## src/rtl/fbctl_regs.sv

```systemverilog
module fbctl_regs #(
  parameter int          AW        = 6,
  parameter logic [31:0] BASE_MASK = 32'hFFFF_FFFF,
  parameter logic [31:0] FB_OFFSET = 32'h0,
  parameter logic [31:0] HRES_RST  = 32'd640,
  parameter logic [31:0] VRES_RST  = 32'd480
) (
  input  logic          clk,
  input  logic          rst_n,
  input  logic          bus_valid,
  input  logic          bus_we,
  input  logic [AW-1:0] bus_addr,
  input  logic [31:0]   bus_wdata,
  output logic [31:0]   bus_rdata,
  output logic          bus_err,
  output logic          disp_enable,
  output logic [31:0]   h_res,
  output logic [31:0]   h_sync_beg,
  output logic [31:0]   h_sync_fin,
  output logic [31:0]   h_total,
  output logic [31:0]   v_res,
  output logic [31:0]   v_sync_beg,
  output logic [31:0]   v_sync_fin,
  output logic [31:0]   v_total,
  output logic [31:0]   burst_len,
  output logic [31:0]   ddc_word,
  output logic [31:0]   pixclk_word,
  output logic [31:0]   scan_base,
  output logic [31:0]   line_bytes,
  output logic          resize_req,
  output logic          invalidate_req
);
  localparam int IW   = AW - 2;
  localparam int NREG = 14;
  localparam logic [IW-1:0] IX_CTRL = IW'(0);
  localparam logic [IW-1:0] IX_HRES = IW'(1);
  localparam logic [IW-1:0] IX_VRES = IW'(5);
  localparam logic [IW-1:0] IX_BASE = IW'(9);
  localparam logic [IW-1:0] IX_MIRR = IW'(10);
  localparam logic [IW-1:0] IX_LAST = IW'(NREG - 1);

  logic [31:0]   regs [NREG];
  logic [IW-1:0] idx;
  logic          mapped, wr, rd, aligned, ctrl_after;
  logic [31:0]   rd_mux;
  wire           unused_ok = &{1'b0, bus_addr[1:0]};

  assign idx     = bus_addr[AW-1:2];
  assign mapped  = idx <= IX_LAST;
  assign wr      = bus_valid && bus_we;
  assign rd      = bus_valid && !bus_we;
  assign aligned = bus_wdata[4:0] == 5'd0;
  assign ctrl_after = (idx == IX_CTRL) ? bus_wdata[0] : regs[0][0];

  function automatic logic [31:0] rst_val(int i);
    case (i)
      0:       return 32'd1;
      1:       return HRES_RST;
      5:       return VRES_RST;
      default: return 32'd0;
    endcase
  endfunction

  always_ff @(posedge clk) begin
    for (int i = 0; i < NREG; i++) begin
      if (!rst_n)
        regs[i] <= rst_val(i);
      else if (wr && idx == IW'(i) && idx != IX_MIRR) begin
        if (idx != IX_BASE)
          regs[i] <= bus_wdata;
        else if (aligned)
          regs[i] <= bus_wdata & BASE_MASK;
      end
    end
  end

  always_comb begin
    rd_mux = 32'd0;
    if (idx == IX_MIRR)
      rd_mux = regs[9];
    else if (mapped)
      rd_mux = regs[idx];
  end

  always_ff @(posedge clk) begin
    if (!rst_n) begin
      bus_rdata      <= 32'd0;
      bus_err        <= 1'b0;
      resize_req     <= 1'b0;
      invalidate_req <= 1'b0;
    end else begin
      if (rd)
        bus_rdata <= rd_mux;
      bus_err        <= bus_valid && (!mapped ||
                        (bus_we && (idx == IX_MIRR || (idx == IX_BASE && !aligned))));
      resize_req     <= wr && (idx == IX_CTRL || idx == IX_HRES || idx == IX_VRES) && !ctrl_after;
      invalidate_req <= wr && idx == IX_BASE && aligned;
    end
  end

  assign disp_enable = !regs[0][0];
  assign h_res       = regs[1];
  assign h_sync_beg  = regs[2];
  assign h_sync_fin  = regs[3];
  assign h_total     = regs[4];
  assign v_res       = regs[5];
  assign v_sync_beg  = regs[6];
  assign v_sync_fin  = regs[7];
  assign v_total     = regs[8];
  assign burst_len   = regs[11];
  assign ddc_word    = regs[12];
  assign pixclk_word = regs[13];
  assign scan_base   = regs[9] + FB_OFFSET;
  assign line_bytes  = {regs[1][30:0], 1'b0};


  misaligned_base_kept_chk: assert property (@(posedge clk) disable iff (!rst_n)
    (wr && idx == IX_BASE && !aligned) |=> ($stable(scan_base) && bus_err && !invalidate_req));

  inval_cause_chk: assert property (@(posedge clk) disable iff (!rst_n)
    invalidate_req |-> $past(wr && idx == IX_BASE && bus_wdata[4:0] == 5'd0));

  mirror_write_err_chk: assert property (@(posedge clk) disable iff (!rst_n)
    (wr && idx == IX_MIRR) |=> (bus_err && $stable(scan_base)));

  resize_cause_chk: assert property (@(posedge clk) disable iff (!rst_n)
    resize_req |-> ($past(wr && (idx == IX_CTRL || idx == IX_HRES || idx == IX_VRES)) && disp_enable));

  unmapped_read_zero_chk: assert property (@(posedge clk) disable iff (!rst_n)
    (rd && !mapped) |=> (bus_rdata == 32'd0 && bus_err));

  single_pulse_chk: assert property (@(posedge clk) disable iff (!rst_n)
    (resize_req || invalidate_req || bus_err) |-> $past(bus_valid));
endmodule

```

## config.mk

```make
export PLATFORM = sky130hd
export DESIGN_NAME = fbctl_regs
export DESIGN_NICKNAME = d
export VERILOG_FILES = /design/src/rtl/fbctl_regs.sv
export SDC_FILE = /design/constraint.sdc
export NUM_CORES = 1
export LEC_CHECK = 0
export BUFFER_PORTS_ARGS = -buffer_cell sky130_fd_sc_hd__buf_4
export CORE_MARGIN = 3
export CORE_UTILIZATION = 50
export DETAILED_ROUTE_END_ITERATION = 8
export PLACE_DENSITY = 0.76
export SETUP_SLACK_MARGIN = 0.15
export SLEW_MARGIN = 15
export SYNTH_ARGS = -nofsm -noshare
export SYNTH_HDL_FRONTEND = slang
export SYNTH_SLANG_ARGS = --single-unit
```

## constraint.sdc

```tcl
create_clock -name clk -period 6.1 [get_ports clk]
set_input_delay 0.305 -clock clk [delete_from_list [all_inputs] [get_ports clk]]
set_output_delay 0.305 -clock clk [all_outputs]
set_load 0.005 [all_outputs]
```

Yosys cells after proc, flatten, opt, wreduce, memory -nomap -nowiden
Memory sizes are Yosys's and may differ from the RTL's.
Index checks and enable logic that the tools add are counted.
{"block": "word_totals", "reg_bits": 35, "ram_bits": 448, "inputBits": 42, "out_inout_bits": 452, "word_cells": 219, "n_memories": 1}
{"block": "classes", "order_cmp": 1, "n_eq_ne": 15, "n_mux": 123, "bitwise": 28, "reduce_logical": 47}
{"memory": "regs", "words": 14, "word_bits": 32, "read_ports": 14, "rd_clocked_by_memory_dff": 0, "write_ports": 14, "line": "42", "text": "logic [31:0] regs [NREG];"}
{"op": "32-bit 2-to-1 mux", "count": 34}
{"op": "1-bit 2-to-1 mux", "count": 89}
{"op": "1-bit logical AND", "count": 36}
{"op": "1-bit bitwise OR", "count": 28}
{"op": "4-bit == test, second input constant", "count": 6}
{"op": "4-bit by 3-bit == test with 1-bit output, second input constant", "count": 4}
{"op": "4-bit by 2-bit == test with 1-bit output, second input constant", "count": 2}
{"op": "4-bit inequality test, second input constant", "count": 2}
{"op": "1-bit zero test", "count": 5}
{"op": "5-bit zero test", "count": 1}
{"op": "4-bit by 1-bit == test with 1-bit output, second input constant", "count": 1}
{"op": "4-bit <= comparator, second input constant", "count": 1}
{"op": "4-bit zero test", "count": 1}
{"op": "1-bit logical OR", "count": 4}

Depth between registers and ports, before layout
Gate-level depths: netlist of run 1.
{"block": "logic_depth", "word_depth": 8, "depth_mapped": 8, "depth_no_buf": 5}

Worst setup path after synthesis of run 1
No wires, ideal clock.
{"block": "synth_timing", "path_type": "in2reg", "from": "input bus_addr[4]", "to": "memory regs[4][0], enable pin", "setup_ps": 466, "arrival_time_ps": 3540, "setup_slack_ps": 2095, "cell_stages": 7, "path_buffers": 5, "cell_sequence": "buf_2 -> buf_6 -> buf_4 -> buf_2 -> buf_2 -> nand2_1 -> o21ai_0"}
{"element": "start: declaration", "line": "12", "text": "input logic [AW-1:0] bus_addr,"}
{"element": "end: declaration", "line": "42"}

==> results of run 1 <==
==> per-layer routing <==
layer,routed length [um],part of all wire,track usage
met2,37500,0.47,0.550
met4,3720,0.046,0.142
met5,0,0,0
met1,29900,0.37,0.444
met3,9190,0.11,0.0835
==> worst min-delay path: stages <==
cell and delay (ps):
buf_4 160, nand3_1 90, a21oi_1 40
==> worst max path at each step <==
stage	start	end	slack, ps
final	bus_addr[4]	regs[7][20]$_DFFE_PP_	2950
after global routing	bus_addr[4]	regs[7][8]$_DFFE_PP_	2890
after CTS	bus_addr[4]	regs[7][8]$_DFFE_PP_	3080
after detailed placement	bus_addr[4]	regs[7][20]$_DFFE_PP_	2430
after global placement	bus_addr[4]	regs[7][25]$_DFFE_PP_	2500
after floorplan	bus_addr[4]	regs[4][0]$_DFFE_PP_	2090
==> state kept, by name (all words and copies together), names as in the netlist <==
signal / count
bus_err: 1
bus_rdata: 32
invalidate_req: 1
regs: 436
resize_req: 1
==> cell families after synthesis <==
logic type	share of synthesized area
buf+inv	0.0486
compound gates	0.0629
simple gates	0.149
flops	0.636
mux	0.104
other cells	0.000173
==> layout make-up <==
type,count,area (um2)
antenna,4,10.0
sequential,471,13800
tap,577,722
inverter,5,18.8
fill,3184,15200
timing repair buffer,513,3860
multi-input combinational,937,7170
clock buffer,75,1410
clock inverter,17,191
==> cells in the final DEF, fill, tap and decap left out, types with 29 or more instances in the layout <==
| cell type | n |
|---|---|
| mux4_2 | 35 |
| buf_4 | 512 |
| o21ai_0 | 38 |
| nand2_1 | 37 |
| dfxtp_1 | 35 |
| a21oi_1 | 29 |
| clkbuf_16 | 49 |
| and2_1 | 405 |
| edfxtp_1 | 436 |
| mux2i_1 | 122 |
==> power by group through the flow <==
stage,Clock (uW),Combinational (uW),Sequential (uW)
after floorplan,0,357,3890
after global placement,0,837,3900
after detailed placement,0,849,3910
after CTS,3020,853,3840
after global routing,3160,894,3860
final,3000,857,3840
==> through the flow <==
step / total power, uW / hold slack (ps) / setup slack (ps) / util
global route: 7910 / 72.7 / 2890 / 0.641
detailed placement: 4750 / 484 / 2430 / 0.603
finish: 7700 / 57.9 / 2950 / 0.641
CTS: 7710 / 36.6 / 3080 / 0.641
floorplan: 4250 / 482 / 2090 / -
global placement: 4730 / 474 / 2500 / 0.603
==> flow_results.org, run 1 <==
** Yosys
- In the synthesized netlist, the cells that appear most often are 436 x edfxtp_1, 405 x and2_1, 122 x mux2i_1.
- The mapped netlist covers 21700 um2.
- Most frequently used flop master after synthesis :: edfxtp_1
- Counting flops and latches in the post-synthesis netlist gives 471.
- Mean instance size in the synthesized netlist :: 13.9 um2
- Counting flops with a built-in enable in the synthesized netlist gives 436.
- Proportion of synthesized flip-flops having asynchronous set or reset :: 0
- Cell type contributing the most total cell area after synthesis :: edfxtp_1
- By instance count, the leading cell after synthesis is edfxtp_1.
- The share of synthesized area in the top cell type comes to 0.603.
- Post-synthesis cell count :: 1558
- Synthesis instantiated 60 different standard cells from the library.
- Yosys printed 0 warnings.
- The share of the Yosys chip area taken by registers is 0.636.
- Largest cells by area after synthesis :: edfxtp_1 60%, and2_1 12%, mux2i_1 5.6%, mux4_2 3.6%, dfxtp_1 3.2%

** Clocking
- Hold repair after CTS inserted 0 buffers.
- Worst-path clk slew :: 60 ps
- TritonCTS built the clock tree.
- Once the clock tree was built, the resizer swapped 0 gates to a different size.
- The later pin in the worst-skew pair is clocked with a latency of 600 ps.
- CTS built an H-tree with a depth of 2.
- Number of buffers inserted by post-CTS setup repair :: 0
- Root Driver :: clkbuf_16
- Sink count of the clock tree :: 471
- Clock buffer count from CTS :: 49
- The clock passes through at most 3 buffers.

** GRT
- Global route total overflow :: 0
- Vias in the first global route :: 15.9k
- The first global-routing pass estimated 114000 um of wire.
- Maximum number of pins on one net before global-route repair :: 72
- Overall track demand over capacity in global routing :: 0.340
- Initial antenna violation count :: 6

** Setup path
- FF-to-FF Start :: regs[5][5]$_DFFE_PP_
- Number of gates on the worst path with buffers counted :: 5
- Walking the worst path, the cells encountered are buf_4, nor2b_2, nand2_1, nor2_4, and2_1.
- Arrival time at the worst endpoint :: 3610 ps
- Slowest cell on the critical path :: nor2_4
- STA classifies the critical path endpoint as a register.
- CP Class :: in2reg
- Together, buffers and inverters on the worst path number 1.
- R2R Path End :: bus_rdata[5]$_SDFFE_PN0P_
- On the worst path, the slowest cell contributes a delay of 1110 ps.
- In this run the worst path has a maximum fanout of 33.
- Grouping stages by cell kind, the critical path spends the most delay in simple AND/OR/NAND/NOR gates.
- CP required :: 6560 ps
- Depth of the most critical reg-to-reg path :: 4
- CP Launch Type :: input port
- Register-to-register setup slack :: 4230 ps

** STA
- At the pin with the least slew margin, the transition time is 1260 ps.
- Post-route fraction of the period consumed by the critical path :: 0.516
- Setup Viol. Count Final :: 0
- Final count of hold timing violations :: 0
- RSZ-0062 raised after global routing :: no
- Subtracting the final worst setup slack from the clock period gives 3150 ps.
- Static timing analysis puts the maximum clock frequency at 318 MHz.
- Sum of negative setup slack :: 0 ps
- Clk_skew :: 11.9 ps
- The max-slew violation count is 0.
- Max transition margin :: 0.159

** Drt
- Routed Antenna Nets :: 0
- Wire length per cell :: 30.9 um
- Summing over every cut layer, the via total after detailed routing is 15.7k.
- Iter 0 DRT Violations :: 1798
- Using the TritonRoute via totals, the vias-per-cell ratio works out to 6.04.
- Final WL :: 80200 um
- Residual DRC :: 0
- Number of iterations in the first detailed-routing pass :: 5

** Cells and area
- The area growth from synthesis to layout is 25.3%.
- In the final layout, the share of cells above drive strength 1 is 0.333.
- Final nets :: 2019
- The finished cells cover 27200 um2.
- Finished Layout Cells :: 2599

** Hold path
- Instance count along the most critical hold path :: 3
- Worst min-delay path class :: in2reg
- In this run the most critical hold path is launched from bus_valid.
- For hold timing, the worst endpoint is bus_err$_SDFF_PN0_.

** Power
- For this design the total switching power over the nets is 1880 uW.
- Switching part of the total power :: 0.244
- Summed over all cells, the static leakage comes to 0.0107 uW.
- Portion of total power attributed to the clock network :: 0.390
- Logic gate share of total power :: 0.111
- Of the total power, registers draw 0.499.
- For this design the ratio of total power to cell area is 283 nW/um2.
- Internal power contribution :: 5820 uW
- Maximum VDD drop :: 227 uV

** Floorplanning
- The total area inside the core boundary comes to 42400 um2.
- The die is 214 um wide.
- The floorplan has 75 rows.
- Ports :: 494
- The floorplan step defined a die boundary enclosing 45900 um2.
- The floorplan step set the die height to 214 um.
- For this configuration, the core starts out at a cell density of 0.512.

** Run status
- The flow ran to the end, and the final reports show no timing, DRC or antenna violations.

** Place
- Final weighted congestion in routability-driven placement :: 0.890
- In this run the cell area measured after placement is 25600 um2.
- Counting tap cells, the placed design contains a total of 2503 instances.
- HPWL Detailed :: 50800 um
- Number of port buffers :: 490

** Flow run
- The tool flagged a number of max-cap violations equal to 0.
Power figures use the tool's default switching activity.
==> run 2: changes to the inputs <==
--- a/config.mk
+++ b/config.mk
@@ -5,11 +5,12 @@
 export SDC_FILE = /design/constraint.sdc
 export NUM_CORES = 1
 export LEC_CHECK = 0
+export ABC_AREA = 1
 export BUFFER_PORTS_ARGS = -buffer_cell sky130_fd_sc_hd__buf_4
 export CORE_MARGIN = 3
-export CORE_UTILIZATION = 50
+export CORE_UTILIZATION = 49
 export DETAILED_ROUTE_END_ITERATION = 8
-export PLACE_DENSITY = 0.76
+export PLACE_DENSITY = 0.77
 export SETUP_SLACK_MARGIN = 0.15
 export SLEW_MARGIN = 15
 export SYNTH_ARGS = -nofsm -noshare
==> constraint.sdc (replaced) <==
create_clock -name clk -period 2.6 [get_ports clk]
set_input_delay 0.13 -clock clk [delete_from_list [all_inputs] [get_ports clk]]
set_output_delay 0.13 -clock clk [all_outputs]
set_load 0.005 [all_outputs]
==> flow_results.org, run 2 <==
** Cells and area
- Flip-flop count of the largest register after layout :: 448
- Of the cells placed in the final design, the portion with a size suffix greater than 1 is 0.225.
- Leading cell type in the layout, fill and taps excluded :: nand2_1
- More flip-flops sit in one register than any other, and that register is regs.
- The top cell types in the final layout, fill and taps aside, are 1107 x nand2_1, 543 x buf_4, 473 x nor2_1.
- Relative to the synthesized area, the layout overhead comes to 28.4%.
- Leading registers by flop count :: regs x448, bus_rdata x32
- 0 antenna diodes ended up in the layout.
- Final nets :: 3012

** Power
- For this design the static power due to leakage is 0.0133 uW.
- Of the total power, the share spent switching nets is 0.248.
- Total power density per cell area :: 674 nW/um2
- VDD sags by at most 576 uV.
- Of the total power, the clock network draws 0.402.
- Summed over all nets, the switching power comes to 4760 uW.
- Final total power :: 19200 uW
- Cell internal power was estimated by the tool at 14500 uW.
- Of the total power, registers draw 0.481.
- Logic gate share of total power :: 0.117

** Floorplanning
- The die is 219 um wide.
- Ports :: 494
- Die Height :: 219 um
- Row generation in the floorplan step produced 77 rows.
- The initial utilization of the core area, before any placement, comes to 0.499.
- The die covers 47900 um2.
- The region available for standard cell placement spans 44500 um2.

** Clocking
- Clock buffer count from CTS :: 50
- The tree built by TritonCTS fans out to 483 sinks.
- TritonCTS built the clock tree.
- Worst-path clk slew :: 60 ps
- CTS built an H-tree with a depth of 2.
- Worst skew pair latency :: 590 ps
- The clock passes through at most 3 buffers.
- The tree is rooted in a clkbuf_16.

** Drt
- Iter 0 DRT Violations :: 2846
- Number of vias per cell :: 5.59
- Number of iterations in the first detailed-routing pass :: 6
- The final layout contains routed wiring with a total length of 83800 um.
- In this run the remaining antenna-violating nets after routing total 0.
- After detailed routing, the number of remaining DRC violations is 0.
- Wire length per cell :: 23.3 um
- Vias after detailed routing :: 20.2k

** Setup path
- STA puts the critical path data arrival time at 2340 ps.
- In this run the worst setup path begins at bus_wdata[0].
- CP Class :: in2reg
- STA classifies the critical path endpoint as a register.
- STA classifies the critical path startpoint as an input port.
- CP Cell Sequence :: dlygate4sd3_1, buf_4, nor2_1, dlygate4sd3_1, nand4_1, nor2_1, inv_2, nand2_2, buf_4
- In this design, the stage delay of the slowest critical-path cell is 540 ps.
- The largest individual stage delay along the critical path comes from the cell dlygate4sd3_1.
- In this run the critical register-to-register path is launched from regs[0][0]$_DFFE_PP_.
- CP required :: 2850 ps
- Crit-path max FO :: 17

** Yosys
- Proportion of synthesized flip-flops having asynchronous set or reset :: 0
- A synthesized cell averages 8.83 um2.
- Cell type contributing the most total cell area after synthesis :: edfxtp_1
- In the post-synthesis netlist, the cell with the most instances is nand2_1.
- Synth cell types :: 25
- Counting flops and latches in the post-synthesis netlist gives 483.
- The Yosys step of the flow raised 0 warnings.
- Most frequently used flop master after synthesis :: edfxtp_1
- Cell Area, Synth :: 22200 um2
- Sequential-to-total area share from yosys stat :: 0.637
- Top post-synthesis cells by count :: 1118 x nand2_1, 477 x nor2_1, 448 x edfxtp_1
- The cell count after synthesis came out at 2515.
- The synthesized design contains 448 enable-type register cells.
- Post-synth top area share :: 0.606
- Sorting the synthesized cells by area gives the leading types as edfxtp_1 61%, nand2_1 19%, nor2_1 8.1%, dfxtp_1 3.2%, o21ai_0 1.9%.

** GRT
- Global route total overflow :: 0
- Overall track demand over capacity in global routing :: 0.341
- Entering global routing, the biggest net connects 128 pins.
- Global-route wire length before repair :: 120000 um
- The number of antenna violations at the first check in global routing was 1.
- Vias in the first global route :: 19.4k

** STA
- Max transition margin :: 0.423
- On the final layout, the worst clock skew is 12.3 ps.
- Transition time at the pin with the least slew margin :: 866 ps
- Post-layout minimum cycle time :: 2090 ps
- Setup violations remaining at the end of the flow were counted as 0.
- After routing, the total negative slack on setup checks comes to 0 ps.
- Dividing the final minimum period by the clock period gives 0.803.
- The max-slew violation count is 0.
- Final count of hold timing violations :: 0
- Static timing analysis puts the maximum clock frequency at 479 MHz.
- RSZ-0062 raised after global routing :: no

** Hold path
- The startpoint identified for the worst hold timing path is bus_wdata[27].
- In this run the worst hold path is classified as in2reg.

** Place
- Number of port buffers :: 490
- HPWL Detailed :: 53900 um
- Final weighted congestion in routability-driven placement :: 0.886

** Flow run
- Max-cap violations in this run came to 0.

** Run status
- The run finished with clean final reports.
==> run 2: cell count changes in the layout (fill, tap and decap cells not counted), moves of 16 or more <==
cell,previous run,this run
and2_1,405,0
o21ai_0,38,82
inv_1,3,70
a22oi_1,25,0
mux4_2,35,0
o22ai_1,20,0
mux2i_1,122,0
buf_12,0,16
nor2_1,25,473
nand2_1,37,1107
buf_4,512,543
==> run 2: timing repair <==
| action | 4_1_cts | 5_1_grt |
|---|---|---|
| gates resized for setup | 0 | 0 |
| hold buffers | 9 | 0 |
| buffers inserted | 0 | 0 |
| endpoints found under the hold margin | 6 | 0 |
==> run 2: path summary, 6_finish.rpt <==
path                                endpoint  slack (ps)  cells after the start
setup / recovery       regs[9][31]$_DFFE_PP_         510                      9
setup reg to reg       resize_req$_SDFF_PN0_         550                      4
hold / removal        regs[13][27]$_DFFE_PP_          20                      3
hold reg to reg   bus_rdata[27]$_SDFFE_PN0P_         550                      2
==> run 2: through the flow <==
step | setup WS, ps | util | std cells | cell area, um2 | hold WS (ps)
final | 512 | 0.641 | 3603 | 28500 | 22.4
after global placement | 651 | 0.599 | 3501 | 26700 | 481
after detailed placement | 599 | 0.599 | 3501 | 26700 | 492
after global routing | 432 | 0.641 | 3603 | 28500 | 30.7
after floorplan | 146 | - | 2552 | 22400 | 306
after CTS | 539 | 0.641 | 3603 | 28500 | 0.210
==> run 2: area by class of cell <==
cell class,count,area [um2]
fillers,3618,16000
flip-flops and latches,483,14200
multi-input cells,1788,7060
repair buffers,569,4500
clock buffers,65,1420
well taps,592,741
clock inverters,28,344
inverters,78,304
==> run 2: worst max-delay path: cells and delay by family <==
family	cells	cell delay, ps
buf+inv	5	1600
simple gates	4	590
==> run 2: power by group through the flow <==
stage	registers, uW	clock network [uW]	logic, uW
final	9250	7730	2250
after floorplan	9350	0	967
after global placement	9380	0	2170
after CTS	9240	7740	2220
after global routing	9290	8070	2420
after detailed placement	9400	0	2200
==> run 2: kinds of logic after synthesis <==
kind of cell | share of synthesized area
other | 0.000169
AO/OA/AOI/OAI | 0.0311
AND/OR/NAND/NOR | 0.275
flip-flops | 0.637
buffers and inverters | 0.0564
==> run 2: layer usage <==
layer / up-vias / part of all wire / GRT usage
li1: 8815 / - / -
met2: 1601 / 0.46 / 0.544
met4: 2 / 0.054 / 0.166
met5: - / 0.00012 / 0
met1: 9439 / 0.35 / 0.438
met3: 293 / 0.13 / 0.0836
